[src/rtl/piso_pkg.sv]
package piso_pkg;
  typedef enum logic [1:0] {
    OP_HOLD  = 2'd0,
    OP_LOAD  = 2'd1,
    OP_SHIFT = 2'd2
  } op_e;
endpackage

[src/rtl/piso_sync.sv]
module piso_sync #(
  parameter int unsigned             W       = 1,
  parameter int unsigned             STAGES  = 2,
  parameter logic        [W-1:0]     RST_VAL = '0
) (
  input  logic         clk_i,
  input  logic         rst_ni,
  input  logic [W-1:0] d_i,
  output logic [W-1:0] q_o
);
  for (genvar b = 0; b < W; b++) begin : g_bit
    logic [STAGES-1:0] chain_q;
    always_ff @(posedge clk_i or negedge rst_ni) begin
      if (!rst_ni) chain_q <= {STAGES{RST_VAL[b]}};
      else         chain_q <= {chain_q[STAGES-2:0], d_i[b]};
    end
    assign q_o[b] = chain_q[STAGES-1];
  end
endmodule

[src/rtl/piso_edge_ctl.sv]
module piso_edge_ctl
  import piso_pkg::*;
(
  input  logic clk_i,
  input  logic rst_ni,
  input  logic load_n_s_i,
  input  logic shclk_s_i,
  input  logic inh_s_i,
  output op_e  op_o
);
  logic eff_clk;
  logic eff_prev_q;

  assign eff_clk = shclk_s_i | inh_s_i;

  // prev resets high: no edge until a clean low is seen
  always_ff @(posedge clk_i or negedge rst_ni) begin
    if (!rst_ni) eff_prev_q <= 1'b1;
    else         eff_prev_q <= eff_clk;
  end

  always_comb begin
    if (!load_n_s_i)                 op_o = OP_LOAD;
    else if (eff_clk && !eff_prev_q) op_o = OP_SHIFT;
    else                             op_o = OP_HOLD;
  end

  p_single_shift_r4: assert property (@(posedge clk_i) disable iff (!rst_ni)
    (op_o == OP_SHIFT) |=> (op_o != OP_SHIFT));

  p_inhibit_hold_r5: assert property (@(posedge clk_i) disable iff (!rst_ni)
    (inh_s_i && $past(inh_s_i)) |-> (op_o != OP_SHIFT));

  p_release_quiet_r7: assert property (@(posedge clk_i) disable iff (!rst_ni)
    (load_n_s_i && !$past(load_n_s_i) && $stable(eff_clk)) |-> (op_o != OP_SHIFT));
endmodule

[src/rtl/piso_stage_reg.sv]
module piso_stage_reg
  import piso_pkg::*;
#(
  parameter int unsigned W = 8
) (
  input  logic         clk_i,
  input  logic         rst_ni,
  input  op_e          op_i,
  input  logic         ser_i,
  input  logic [W-1:0] par_i,
  output logic [W-1:0] stage_o
);
  logic [W-1:0] stage_q;

  always_ff @(posedge clk_i or negedge rst_ni) begin
    if (!rst_ni) begin
      stage_q <= '0;
    end else begin
      case (op_i)
        OP_LOAD:  stage_q <= par_i;
        OP_SHIFT: stage_q <= {stage_q[W-2:0], ser_i};
        default:  ;
      endcase
    end
  end

  assign stage_o = stage_q;

  p_load_copy_r2: assert property (@(posedge clk_i) disable iff (!rst_ni)
    (op_i == OP_LOAD) |=> (stage_q == $past(par_i)));

  p_shift_move_r4: assert property (@(posedge clk_i) disable iff (!rst_ni)
    (op_i == OP_SHIFT) |=> (stage_q == {$past(stage_q[W-2:0]), $past(ser_i)}));

  p_hold_stable_r5: assert property (@(posedge clk_i) disable iff (!rst_ni)
    (op_i == OP_HOLD) |=> $stable(stage_q));
endmodule

[src/rtl/piso_shifter.sv]
module piso_shifter
  import piso_pkg::*;
#(
  parameter int unsigned W           = 8,
  parameter int unsigned SYNC_STAGES = 2
) (
  input  logic         clk_i,
  input  logic         rst_ni,
  input  logic         load_ni,
  input  logic         shclk_i,
  input  logic         inh_i,
  input  logic         ser_i,
  input  logic [W-1:0] par_i,
  output logic         q_o,
  output logic         qn_o
);
  localparam int unsigned SW = W + 4;
  // load_n, shclk, inh reset high; serial and parallel low
  localparam logic [SW-1:0] SYNC_RST = {3'b111, {(W+1){1'b0}}};

  logic [SW-1:0] raw, synced;
  logic          load_n_s, shclk_s, inh_s, ser_s;
  logic [W-1:0]  par_s;
  logic [W-1:0]  stage;
  op_e           op;

  assign raw = {load_ni, shclk_i, inh_i, ser_i, par_i};

  piso_sync #(.W(SW), .STAGES(SYNC_STAGES), .RST_VAL(SYNC_RST)) u_sync (
    .clk_i (clk_i),
    .rst_ni(rst_ni),
    .d_i   (raw),
    .q_o   (synced)
  );

  assign {load_n_s, shclk_s, inh_s, ser_s, par_s} = synced;

  piso_edge_ctl u_ctl (
    .clk_i     (clk_i),
    .rst_ni    (rst_ni),
    .load_n_s_i(load_n_s),
    .shclk_s_i (shclk_s),
    .inh_s_i   (inh_s),
    .op_o      (op)
  );

  piso_stage_reg #(.W(W)) u_stages (
    .clk_i  (clk_i),
    .rst_ni (rst_ni),
    .op_i   (op),
    .ser_i  (ser_s),
    .par_i  (par_s),
    .stage_o(stage)
  );

  assign q_o  = stage[W-1];
  assign qn_o = ~stage[W-1];

  p_load_out_r8: assert property (@(posedge clk_i) disable iff (!rst_ni)
    (op == OP_LOAD) |=> (q_o == $past(par_s[W-1]) && qn_o == !$past(par_s[W-1])));

  p_shift_out_r4: assert property (@(posedge clk_i) disable iff (!rst_ni)
    (op == OP_SHIFT) |=> (q_o == $past(stage[W-2])));
endmodule

[config.mk]
export PLATFORM = sky130hd
export DESIGN_NAME = piso_shifter
export DESIGN_NICKNAME = d
export VERILOG_FILES = /design/src/rtl/piso_pkg.sv /design/src/rtl/piso_sync.sv /design/src/rtl/piso_edge_ctl.sv /design/src/rtl/piso_stage_reg.sv /design/src/rtl/piso_shifter.sv
export SDC_FILE = /design/constraint.sdc
export NUM_CORES = 1
export LEC_CHECK = 0
export ABC_CLOCK_PERIOD_IN_PS = 1300
export BUFFER_PORTS_ARGS = -buffer_cell sky130_fd_sc_hd__buf_2
export CAP_MARGIN = 30
export CORE_UTILIZATION = 52
export DETAILED_ROUTE_END_ITERATION = 8
export GPL_TIMING_DRIVEN = 0
export MAX_ROUTING_LAYER = met4
export PLACE_DENSITY = 0.78
export SYNTH_ARGS = -nofsm -noshare
export SYNTH_HDL_FRONTEND = slang
export SYNTH_SLANG_ARGS = --single-unit
[constraint.sdc]
create_clock -name clk_i -period 1.3 [get_ports clk_i]
set_clock_uncertainty 0.05 [all_clocks]
set_input_delay 0.195 -clock clk_i [delete_from_list [all_inputs] [get_ports clk_i]]
set_output_delay 0.195 -clock clk_i [all_outputs]
set_load 0.02 [all_outputs]
; Word level (Yosys, flattened, before mapping)
; Index checks and enable logic that the tools add are counted.
[word_totals]
register_bits = 33
word_cells = 24
[op_classes]
eq_ne = 2
muxes = 3
bitwise = 2
reduce_logical = 3
[ops]
columns = operator, n
row1 = 8-bit one-hot mux with 2 select lines, 1
row2 = 2-bit two-way mux, 2
row3 = "2-bit by 1-bit equality test with 1-bit output, second input constant", 1
row4 = "2-bit equality test, second input constant", 1
row5 = 2-bit nonzero test, 1
row6 = 1-bit logical AND, 1
row7 = 1-bit zero test, 1
row8 = 1-bit NOT, 1
row9 = 1-bit OR, 1

; Logic depth before layout (Yosys ltp)
; Gate-level depths: netlist of the first run.
[depth]
ltp_word = 6
mapped_depth = 4
ltp_nobuf = 3

; Hierarchy
; Synthesis of the first run repeated with hierarchy kept, for this count alone.
[hier_totals]
cells_unflattened = 77
area_unflattened_um2 = 1134.8
[modules_own_cells]
columns = mod, instances, cells_each, area_per_inst_um2, seq_area_each_um2
row1 = piso_sync, 1, 36, 698.2, 608.1
row2 = piso_stage_reg, 1, 36, 389.1, 200.2
row3 = piso_edge_ctl, 1, 4, 43.8, 26.3
row4 = piso_shifter, 1, 1, 3.8, 0.0

; Worst setup path before layout of the first run
; Ideal clock, no wire load.
[synth_timing]
path_type = register to register
startpoint = register u_sync.g_bit[11].chain_q[1]
endpoint = register u_stages.stage_q[5], in the netlist u_stages.stage_o[5]
arrival_ns = 0.980
setup_slack_ns = 0.188
stages_incl_launch_ff = 5
n_path_buf = 2
path_cell_list = dfstp_2 clkbuf_2 buf_2 nor2_1 a31oi_1
[synth_via]
elab_chain_cells = 3
[synth_rtl]
columns = element, line_no
row1 = from (decl), piso_sync.sv:12  ; logic [STAGES-1:0] chain_q;
row2 = from (signal assigned), piso_sync.sv:14  ; if (!rst_ni) chain_q <= {STAGES{RST_VAL[b]}};
row3 = from (signal assigned), piso_sync.sv:15  ; else chain_q <= {chain_q[STAGES-2:0], d_i[b]};
row4 = 2-bit two-way mux (*), piso_edge_ctl.sv:23  ; if (!load_n_s_i) op_o = OP_LOAD;
row5 = 2-bit equality test / 2-bit by 1-bit equality test with 1-bit output (equally long branches), piso_stage_reg.sv:19  ; case (op_i)
row6 = 8-bit one-hot mux with 2 select lines / 2-bit nonzero test (equally long branches), -
row7 = to (signal assigned), piso_stage_reg.sv:20  ; OP_LOAD: stage_q <= par_i;
row8 = to (signal assigned), piso_stage_reg.sv:21  ; OP_SHIFT: stage_q <= {stage_q[W-2:0], ser_i};
row9 = to (decl), piso_stage_reg.sv:13  ; logic [W-1:0] stage_q;
; Mark *: on every way between the ends. The rest lies on a longest branch, timed or not.
; A chain may end at the register's enable or synchronous reset.

; Worst setup path in the final report of the first run
; Ends and elaborated chain as after synthesis.

==> run_results.csv, run 1 <==
group,metric,value,unit
min_path,holdPathStages,0,
clock_network,clk_latency,0.32,ns
route,wirelength,1.59,mm
clock_network,tritoncts,"yes",
clock_network,clk_pin_slew,0.10,ns
route,route.detailed.drc,0,
sta,hold_violations,0,
route,drtIter0Drc,21,
global_routing,grt_overflow,0,
placed_design,dpl.cell_count,112,
min_path,worstHoldPathType,"reg -> reg",
global_routing,grt_pass1_vias,610,
finish,finalNonFillerCells,133,
global_routing,antenna_found_initial,0,
die,dieWidth,46.4,um
route,num_vias,658,
sta,setup_viol,0,
die,core,0.00178,mm2
route,wire_per_inst,11.9,um
clock_network,cts_buffers,5,
synthesis,synth_mux_area_share,0,%
run,drv_cap,0,
finish,n_fill_cell,123,
placed_design,dp_hpwl,937,um
finish,layout_commonest_cell,"dfrtp_1",
finish,stdcell_area,0.00133,mm2
worst_setup_path,crit_fanout,10,
worst_setup_path,cp_data_arrival_time,1.44,ns
route,met3WireLength,75,um
min_path,min_from,"u_sync.g_bit[4].chain_q[0]",
worst_setup_path,r2r_cells,4,
worst_setup_path,worstSetupPathType,"reg -> reg",
clock_network,cts_buffer_depth,2,
sta,finalSetupTns,0,ns
worst_setup_path,cp-end-kind,"register",
sta,finalMaxSlewViolations,0,
power,power_density,1430,mW/mm2
sta,min_period,1.24,ns
die,floorplan.initialDensity,57.4,%
sta,rsz0062_at_grt,"no",
worst_setup_path,cp-start-kind,"register",
synthesis,synth_seq_cells,33,
synthesis,avgSynthCellArea,14.2,um2
finish,drive_gt1_share,31.5,%
worst_setup_path,r2r_end,"u_stages.stage_o[5]",
synthesis,synthSimpleGateAreaFrac,9.41,%
placed_design,place_area,0.00113,mm2
worst_setup_path,r2r_start,"u_sync.g_bit[11].chain_q[1]",
placed_design,portBuffers,15,
route,top_layer_used,"met4",
placed_design,gp_congestion,0.706,
power,vdd_drop_max,0.969,mV
finish,final_nets,121,
power,p_leak,0.625,nW
synthesis,synth_top_family_by_area,"simple AND/OR/NAND/NOR gates",
route,m1WireLength,649,um
worst_setup_path,cp_data_required_time,1.50,ns
clock_network,cts_root_buf,"clkbuf_4",
route,ant_nets,0,
die,num_io_pins,16,
die,row_count,15,
synthesis,netlist_instances,72,
min_path,whs_endpoint,"u_sync.g_bit[4].chain_q[1]",
global_routing,grt_max_degree,34,
finish,n_antenna_cell,0,
synthesis,synthAdderAreaFrac,0,%
synthesis,syn_nets,86,
synthesis,synth_compound_area_share,6.97,%
finish,layout_common_cells,"dfrtp_1, buf_2, nand2_1",
worst_setup_path,r2r_slack,0.06,ns
synthesis,synth_cell_type_count,12,
global_routing,grt_use_total,18.6,%
outcome,status,"finished, final reports clean",
sta,fin_hold_ws,0.305,ns
sta,maxSlewHeadroom,54.6,%
synthesis,syn_area,0.00102,mm2
worst_setup_path,crit_path_start,"u_sync.g_bit[11].chain_q[1]",
clock_network,htree_num_levels,2,
route,avgViaCountPerCell,4.95,
die,die_height,46.4,um
clock_network,cts.sinks,33,
sta,worstMarginPinSlew,0.681,ns
synthesis,seq_area_frac_synth,81.5,%
route,dr.pass1.iters,7,
clock_network,postCtsSetupBuffers,0,
global_routing,grt_pass1_wl,2.44,mm
route,wl_met2,807,um
die,dieArea,0.00215,mm2
synthesis,yosysWarningCount,0,
sta,fmax,0.809,GHz
synthesis,synth-xor-area-share,0,%
sta,fin_crit_sh,95.1,%
finish,syn_to_final_growth,30.0,%
-- routing by layer --
metal,vias to the layer above,GRT usage (%)
met5,-,-
met4,0,14.1
met3,8,5.88
met2,25,26.7
met1,320,21.6
li1,305,-
-- what timing repair did --
action	4_1_cts	5_1_grt
gates resized for setup	0	0
endpoints found under the hold margin	38	0
hold buffers	13	0
-- report_power, final --
group / leakage (nW) / internal [mW] / switching, mW
clock network: 0.0413 / 0.313 / 0.312
registers: 0.374 / 1.10 / 0.0272
logic: 0.210 / 0.0714 / 0.0746
total: 0.625 / 1.48 / 0.413
-- critical path, stage by stage (launching register included) --
cell and delay [ns]:
dfstp_2 0.52, clkbuf_2 0.16, buf_2 0.23, nor2_1 0.06
a31oi_1 0.14
-- flip-flops by register name, indices dropped and copies added (netlist names) --
register / count
u_ctl.eff_prev_q: 1
u_stages.stage_o: 8
u_sync.g_bit.chain_q: 24
-- through the flow --
step,setup slack (ns),power (mW),utilization [%]
floorplan,0.188,1.20,-
global placement,0.115,1.25,63.4
CTS,0.0606,1.92,74.6
global route,0.00794,1.98,74.6
finish,0.0642,1.90,74.6
detailed placement,0.0803,1.26,63.4
-- Yosys cell counts, drive strengths merged --
library cell  instances  area, um2
inv                   1       3.75
o21bai                1       11.3
a31oi                 8       50.1
dfrtp                26        651
dfstp                 7        184
o21ba                 1       10.0
clkbuf                1       5.00
buf                   2       12.5
or2                   1       6.26
nand2                16       60.1
nor2                  8       30.0
-- worst max path at each step --
| stage | endpoint |
|---|---|
| final | u_stages.stage_o[5] |
| after floorplan | u_stages.stage_o[5] |
| after detailed placement | u_stages.stage_o[5] |
| after CTS | u_stages.stage_o[5] |
| after global routing | u_stages.stage_o[5] |
| after global placement | u_stages.stage_o[6] |
-- cell type report --
type,instances,area (um2),area share [%]
Multi-Input combinational cell,35,168,12.6
Clock buffer,7,65.1,4.89
Tap cell,25,31.3,2.35
Inverter,1,3.75,0.282
Sequential cell,33,835,62.7
Clock inverter,1,5.00,0.376
Buffer,3,17.5,1.32
Timing Repair Buffer,28,205,15.4
-- cell families after synthesis --
kind of cell,count (synthesis)
flip-flops,33
AND/OR/NAND/NOR,25
AO/OA/AOI/OAI,10
buffers and inverters,4
No activity file was read; power rests on OpenSTA's default activity.
==> run 2, diff against run 1 <==
--- a/config.mk
+++ b/config.mk
@@ -7,12 +7,11 @@
 export LEC_CHECK = 0
 export ABC_CLOCK_PERIOD_IN_PS = 1300
 export BUFFER_PORTS_ARGS = -buffer_cell sky130_fd_sc_hd__buf_2
-export CAP_MARGIN = 30
-export CORE_UTILIZATION = 52
+export CORE_UTILIZATION = 50
 export DETAILED_ROUTE_END_ITERATION = 8
 export GPL_TIMING_DRIVEN = 0
 export MAX_ROUTING_LAYER = met4
-export PLACE_DENSITY = 0.78
+export PLACE_DENSITY = 0.76
 export SYNTH_ARGS = -nofsm -noshare
 export SYNTH_HDL_FRONTEND = slang
 export SYNTH_SLANG_ARGS = --single-unit
==> run 2 against run 1 <==
- combinational power decreased by 3%
- critical path depth unchanged
- global-route usage decreased by 1.3 points
- register-to-register slack improved by 0.05 ns
- power decreased by 6.3%
- core utilization decreased by 7.3 points
- clock power decreased by 18%
- highest routed layer unchanged
==> run_results.csv, run 2 (synthesis gave the netlist of run 1 again) <==
group,metric,value,unit
min_path,worstHoldPathType,"reg -> reg",
sta,worstMarginPinSlew,0.670,ns
die,core,0.00194,mm2
worst_setup_path,r2r_slack,0.12,ns
sta,hold_violations,0,
clock_network,clk_pin_slew,0.09,ns
clock_network,cts_resized,0,
finish,layout_common_cells,"dfrtp_1, nand2_1, buf_2",
global_routing,grt_use_total,17.3,%
worst_setup_path,r2r_cells,4,
placed_design,portBuffers,15,
worst_setup_path,cp_data_arrival_time,1.38,ns
sta,finalSetupTns,0,ns
power,power_frac_comb,8.0,%
clock_network,cts_buffer_depth,2,
power,vdd_drop_max,0.907,mV
route,num_vias,589,
finish,n_fill_cell,136,
worst_setup_path,r2r_end,"u_stages.stage_o[0]",
finish,seqCellArea,835,um2
worst_setup_path,cp_data_required_time,1.50,ns
power,p_leak,0.607,nW
route,wirelength,1.44,mm
finish,final_nets,120,
finish,drive_gt1_share,28.0,%
route,wire_per_inst,10.8,um
sta,finalMaxSlewViolations,0,
global_routing,grt_max_degree,34,
outcome,status,"finished, final reports clean",
clock_network,tritoncts,"yes",
power,p_seq_share,63.3,%
power,p_int,1.38,mW
run,drv_cap,0,
finish,regMostFlops,"u_sync.g_bit.chain_q",
clock_network,clk_latency,0.32,ns
die,floorplan.initialDensity,52.7,%
route,avgViaCountPerCell,4.40,
placed_design,gp_congestion,0.698,
sta,fmax,0.845,GHz
worst_setup_path,worstSetupPathType,"reg -> reg",
finish,largest_reg_flops,24,
route,ant_nets,0,
route,dr.pass1.iters,4,
sta,rsz0062_at_grt,"no",
sta,fin_crit_sh,91.0,%
min_path,holdPathStages,0,
min_path,whs_endpoint,"u_sync.g_bit[6].chain_q[1]",
clock_network,htree_num_levels,2,
sta,setup_viol,0,
die,num_io_pins,16,
worst_setup_path,crit_fanout,8,
sta,min_period,1.18,ns
placed_design,place_ws,0.0593,ns
sta,layout_setup_ws,0.117,ns
min_path,min_from,"u_sync.g_bit[6].chain_q[0]",
clock_network,cts.sinks,33,
worst_setup_path,cp-end-kind,"register",
finish,layout_commonest_cell,"dfrtp_1",
worst_setup_path,cp-start-kind,"register",
route,route.detailed.drc,0,
finish,multi_input_area,168,um2
route,drtIter0Drc,11,
power,p_sw_share,22.1,%
die,dieWidth,47.2,um
power,total_power,1.78,mW
global_routing,grt_overflow,0,
die,die_height,47.2,um
clock_network,cts_buffers,5,
clock_network,postCtsSetupBuffers,0,
placed_design,dp_hpwl,927,um
global_routing,antenna_found_initial,0,
finish,n_antenna_cell,0,
clock_network,cts_root_buf,"clkbuf_4",
global_routing,grt_pass1_vias,543,
worst_setup_path,r2r_start,"u_sync.g_bit[9].chain_q[1]",
sta,maxSlewHeadroom,55.3,%
power,power_density,1360,mW/mm2
power,clockPowerShare,28.7,%
power,net-switching-power,394,uW
die,dieArea,0.00223,mm2
global_routing,grt_pass1_wl,2.23,mm
die,row_count,16,
finish,syn_to_final_growth,27.6,%
[run 2: changes by cell type in the layout (fill, tap and decap cells not counted)]
| cell | change |
|---|---|
| clkinv_2 | -1 |
| buf_2 | -1 |
| clkbuf_1 | +3 |
| clkbuf_8 | -2 |
[run 2: worst max-delay path: stages, from the launching register on]
cell,delay (ns)
dfstp_2,0.55
o21ba_1,0.13
buf_4,0.14
nand2_1,0.06
a31oi_1,0.17
[run 2: per-stage QoR]
stage	utilization (%)	area (um2)	hold slack [ns]	std cells
floorplan	-	1020	-0.151	72
global placement	58.3	1130	0.206	114
detailed placement	58.3	1130	0.221	114
CTS	67.5	1310	0.299	135
global route	67.3	1310	0.312	134
finish	67.3	1310	0.300	134
[run 2: how the worst max path moves through the flow]
stage | startpoint | end | cells after the start
floorplan | u_sync.g_bit[11].chain_q[1] | u_stages.stage_o[5] | 4
global placement | u_sync.g_bit[11].chain_q[1] | u_stages.stage_o[5] | 4
finish | u_sync.g_bit[9].chain_q[1] | u_stages.stage_o[0] | 4
CTS | u_sync.g_bit[11].chain_q[1] | u_stages.stage_o[5] | 4
global route | u_sync.g_bit[9].chain_q[1] | u_stages.stage_o[5] | 4
detailed placement | u_sync.g_bit[11].chain_q[1] | u_stages.stage_o[5] | 4
[run 2: cell type report]
cell class              instances  share of cell area (%)
plain buffers                   2                   0.958
inverters                       1                   0.287
well taps                      27                    2.59
multi-input cells              35                    12.8
repair buffers                 28                    15.7
clock buffers                   8                    3.74
flip-flops and latches         33                    63.9
[run 2: metal layers]
metal / vias up / GRT usage, % / part of all wire (%)
li1: 300 / - / -
met1: 271 / 17.5 / 42
met2: 13 / 24.4 / 50
met3: 5 / 11.5 / 5.3
met4: 0 / 10.3 / 2.8
met5: - / - / 0
[run 2: repair_timing]
item | in CTS | in global routing
hold buffers | 13 | 0
endpoints found under the setup margin | 0 | 2
endpoints found under the hold margin | 38 | 0
[run 2: power groups by stage]
stage / Combinational [mW] / Clock [mW] / Sequential, mW
after floorplan: 0.0581 / 0 / 1.14
after global placement: 0.111 / 0 / 1.14
after detailed placement: 0.116 / 0 / 1.15
after CTS: 0.146 / 0.531 / 1.13
after global routing: 0.162 / 0.578 / 1.13
final: 0.142 / 0.510 / 1.13
==> run 3, diff against run 2 <==
--- a/config.mk
+++ b/config.mk
@@ -12,6 +12,8 @@
 export GPL_TIMING_DRIVEN = 0
 export MAX_ROUTING_LAYER = met4
 export PLACE_DENSITY = 0.76
+export SETUP_SLACK_MARGIN = 0.2
 export SYNTH_ARGS = -nofsm -noshare
 export SYNTH_HDL_FRONTEND = slang
 export SYNTH_SLANG_ARGS = --single-unit
+export TNS_END_PERCENT = 50
==> run 3 against run 2 <==
- clock power increased by 22%
- critical path depth unchanged
- combinational power increased by 18%
- final area increased by 7.3%
- sequential power about the same
- setup slack improved by 0.029 ns
- power increased by 8.0%
- worst hold slack improved by 0.0063 ns
- core utilization increased by 4.9 points
- register-to-register slack improved by 0.03 ns
- largest cell class unchanged
- first-iteration DRC count decreased by 36%
- routed wire length increased by 0.42%
- critical path type unchanged
==> run_results.csv, run 3 (synthesis gave the netlist of run 1 again) <==
group,metric,value,unit
worst_setup_path,cp-start-kind,"register",
clock_network,clk_latency,0.31,ns
sta,hold_violations,0,
worst_setup_path,crit_path_max_incr_delay,0.55,ns
power,p_leak,0.646,nW
route,wirelength,1.45,mm
sta,fmax,0.867,GHz
global_routing,grt_max_degree,34,
finish,syn_to_final_growth,36.9,%
die,dieWidth,47.2,um
finish,stdcell_area,0.00140,mm2
die,die_height,47.2,um
power,power_density,1370,mW/mm2
outcome,status,"finished, final reports clean",
finish,layout_commonest_cell,"dfrtp_1",
route,num_vias,629,
clock_network,cts_root_buf,"clkbuf_4",
finish,regMostFlops,"u_sync.g_bit.chain_q",
global_routing,grt_pass1_vias,569,
clock_network,tritoncts,"yes",
global_routing,antenna_found_initial,0,
finish,n_fill_cell,146,
worst_setup_path,cp_data_arrival_time,1.35,ns
global_routing,grt_overflow,0,
placed_design,dpl.cell_count,114,
finish,layout_common_cells,"dfrtp_1, buf_2, dlygate4sd3_1",
global_routing,grt_use_total,17.2,%
route,dr.pass1.iters,4,
placed_design,portBuffers,15,
route,avgViaCountPerCell,4.56,
die,dieArea,0.00223,mm2
worst_setup_path,crit_fanout,8,
die,floorplan.initialDensity,52.7,%
finish,largest_reg_flops,24,
worst_setup_path,cp-end-kind,"register",
die,row_count,16,
route,route.detailed.drc,0,
finish,n_antenna_cell,0,
route,ant_nets,0,
route,wire_per_inst,10.5,um
sta,finalMaxSlewViolations,0,
clock_network,cts_buffer_depth,2,
global_routing,grt_pass1_wl,2.28,mm
clock_network,clk_pin_slew,0.10,ns
worst_setup_path,slowest_stage,"dfstp_2",
sta,rsz0062_at_grt,"yes",
worst_setup_path,path_cells,"o21ba_4, buf_8, nand2_1, a31oi_1",
clock_network,cts.sinks,33,
sta,worstMarginPinSlew,0.670,ns
route,drtIter0Drc,7,
finish,finalNonFillerCells,138,
clock_network,htree_num_levels,2,
sta,setup_viol,0,
finish,drive_gt1_share,38.7,%
sta,min_period,1.15,ns
sta,fin_crit_sh,88.8,%
finish,final_nets,124,
run,drv_cap,0,
min_path,worstHoldPathType,"reg -> reg",
worst_setup_path,worstSetupPathType,"reg -> reg",
placed_design,gp_congestion,0.708,
sta,maxSlewHeadroom,55.3,%
placed_design,dp_hpwl,851,um
clock_network,cts_buffers,5,
sta,finalSetupTns,0,ns
placed_design,place_area,0.00113,mm2
worst_setup_path,cp_data_required_time,1.50,ns
die,core,0.00194,mm2
power,vdd_drop_max,0.859,mV
die,num_io_pins,16,
[run 3: cell count changes in the layout (fill, tap and decap cells not counted), moves of 2 or more]
cell and change:
buf_6 +2, clkbuf_1 -3, clkbuf_8 +2, nand2_1 -5, nand2_2 +5
[run 3: worst max-delay path, delay by kind of cell (launching register included)]
family | cells | cell delay [ns]
buffers and inverters | 1 | 0.12
and+or+nand+nor | 1 | 0.05
DFF | 1 | 0.55
AOI/OAI and AO/OA | 2 | 0.31
[run 3: area by class of cell]
type,count,area (um2),share of cell area (%)
multi-input cells,35,194,13.8
plain buffers,3,33.8,2.41
well taps,27,33.8,2.41
clock buffers,7,65.1,4.64
clock inverters,1,5.00,0.357
flip-flops and latches,33,835,59.6
inverters,1,3.75,0.268
repair buffers,31,231,16.5
[run 3: what timing repair did]
action	4_1_cts	5_1_grt
cloned	1	0
endpoints found under the setup margin	10	10
hold buffers	13	0
resized for setup	8	5
buffers inserted	2	0
pin swaps	9	7
endpoints found under the hold margin	38	0
[run 3: routing by layer]
| layer | global-route usage (%) | vias to the layer above | share of wire [%] |
|---|---|---|---|
| met3 | 6.92 | 3 | 4.2 |
| met4 | 12.0 | 0 | 1.6 |
| li1 | - | 306 | - |
| met2 | 24.7 | 16 | 51 |
| met5 | - | - | 0 |
| met1 | 19.4 | 304 | 43 |
[run 3: where the power goes]
part           leakage (nW)  internal (mW)  switching, mW  total [mW]
Clock                0.0413          0.313          0.311       0.624
Combinational         0.231         0.0897         0.0787       0.168
Sequential            0.374           1.10         0.0291        1.13
Total                 0.646           1.50          0.419        1.92
[run 3: path summary, 6_finish.rpt]
path / start / endpoint / slack [ns] / cells after the start
hold / removal: u_sync.g_bit[0].chain_q[0] / u_sync.g_bit[0].chain_q[1] / 0.31 / 0
setup / recovery: u_sync.g_bit[9].chain_q[1] / u_stages.stage_o[6] / 0.15 / 4
setup reg to reg: u_sync.g_bit[9].chain_q[1] / u_stages.stage_o[6] / 0.15 / 4
min in group asynchronous: rst_ni / u_stages.stage_o[6] / 0.38 / 2
hold reg to reg: u_sync.g_bit[0].chain_q[0] / u_sync.g_bit[0].chain_q[1] / 0.31 / 0
max in group asynchronous: rst_ni / u_stages.stage_o[0] / 0.38 / 2
[run 3: through the flow]
stage | power, mW | util [%] | hold WS, ns | setup slack, ns
floorplan | 1.20 | - | -0.151 | 0.215
global placement | 1.25 | 58.4 | 0.212 | 0.155
detailed placement | 1.26 | 58.4 | 0.224 | 0.127
CTS | 1.94 | 71.3 | 0.308 | 0.140
global route | 2.02 | 72.2 | 0.315 | 0.0933
finish | 1.92 | 72.2 | 0.306 | 0.146
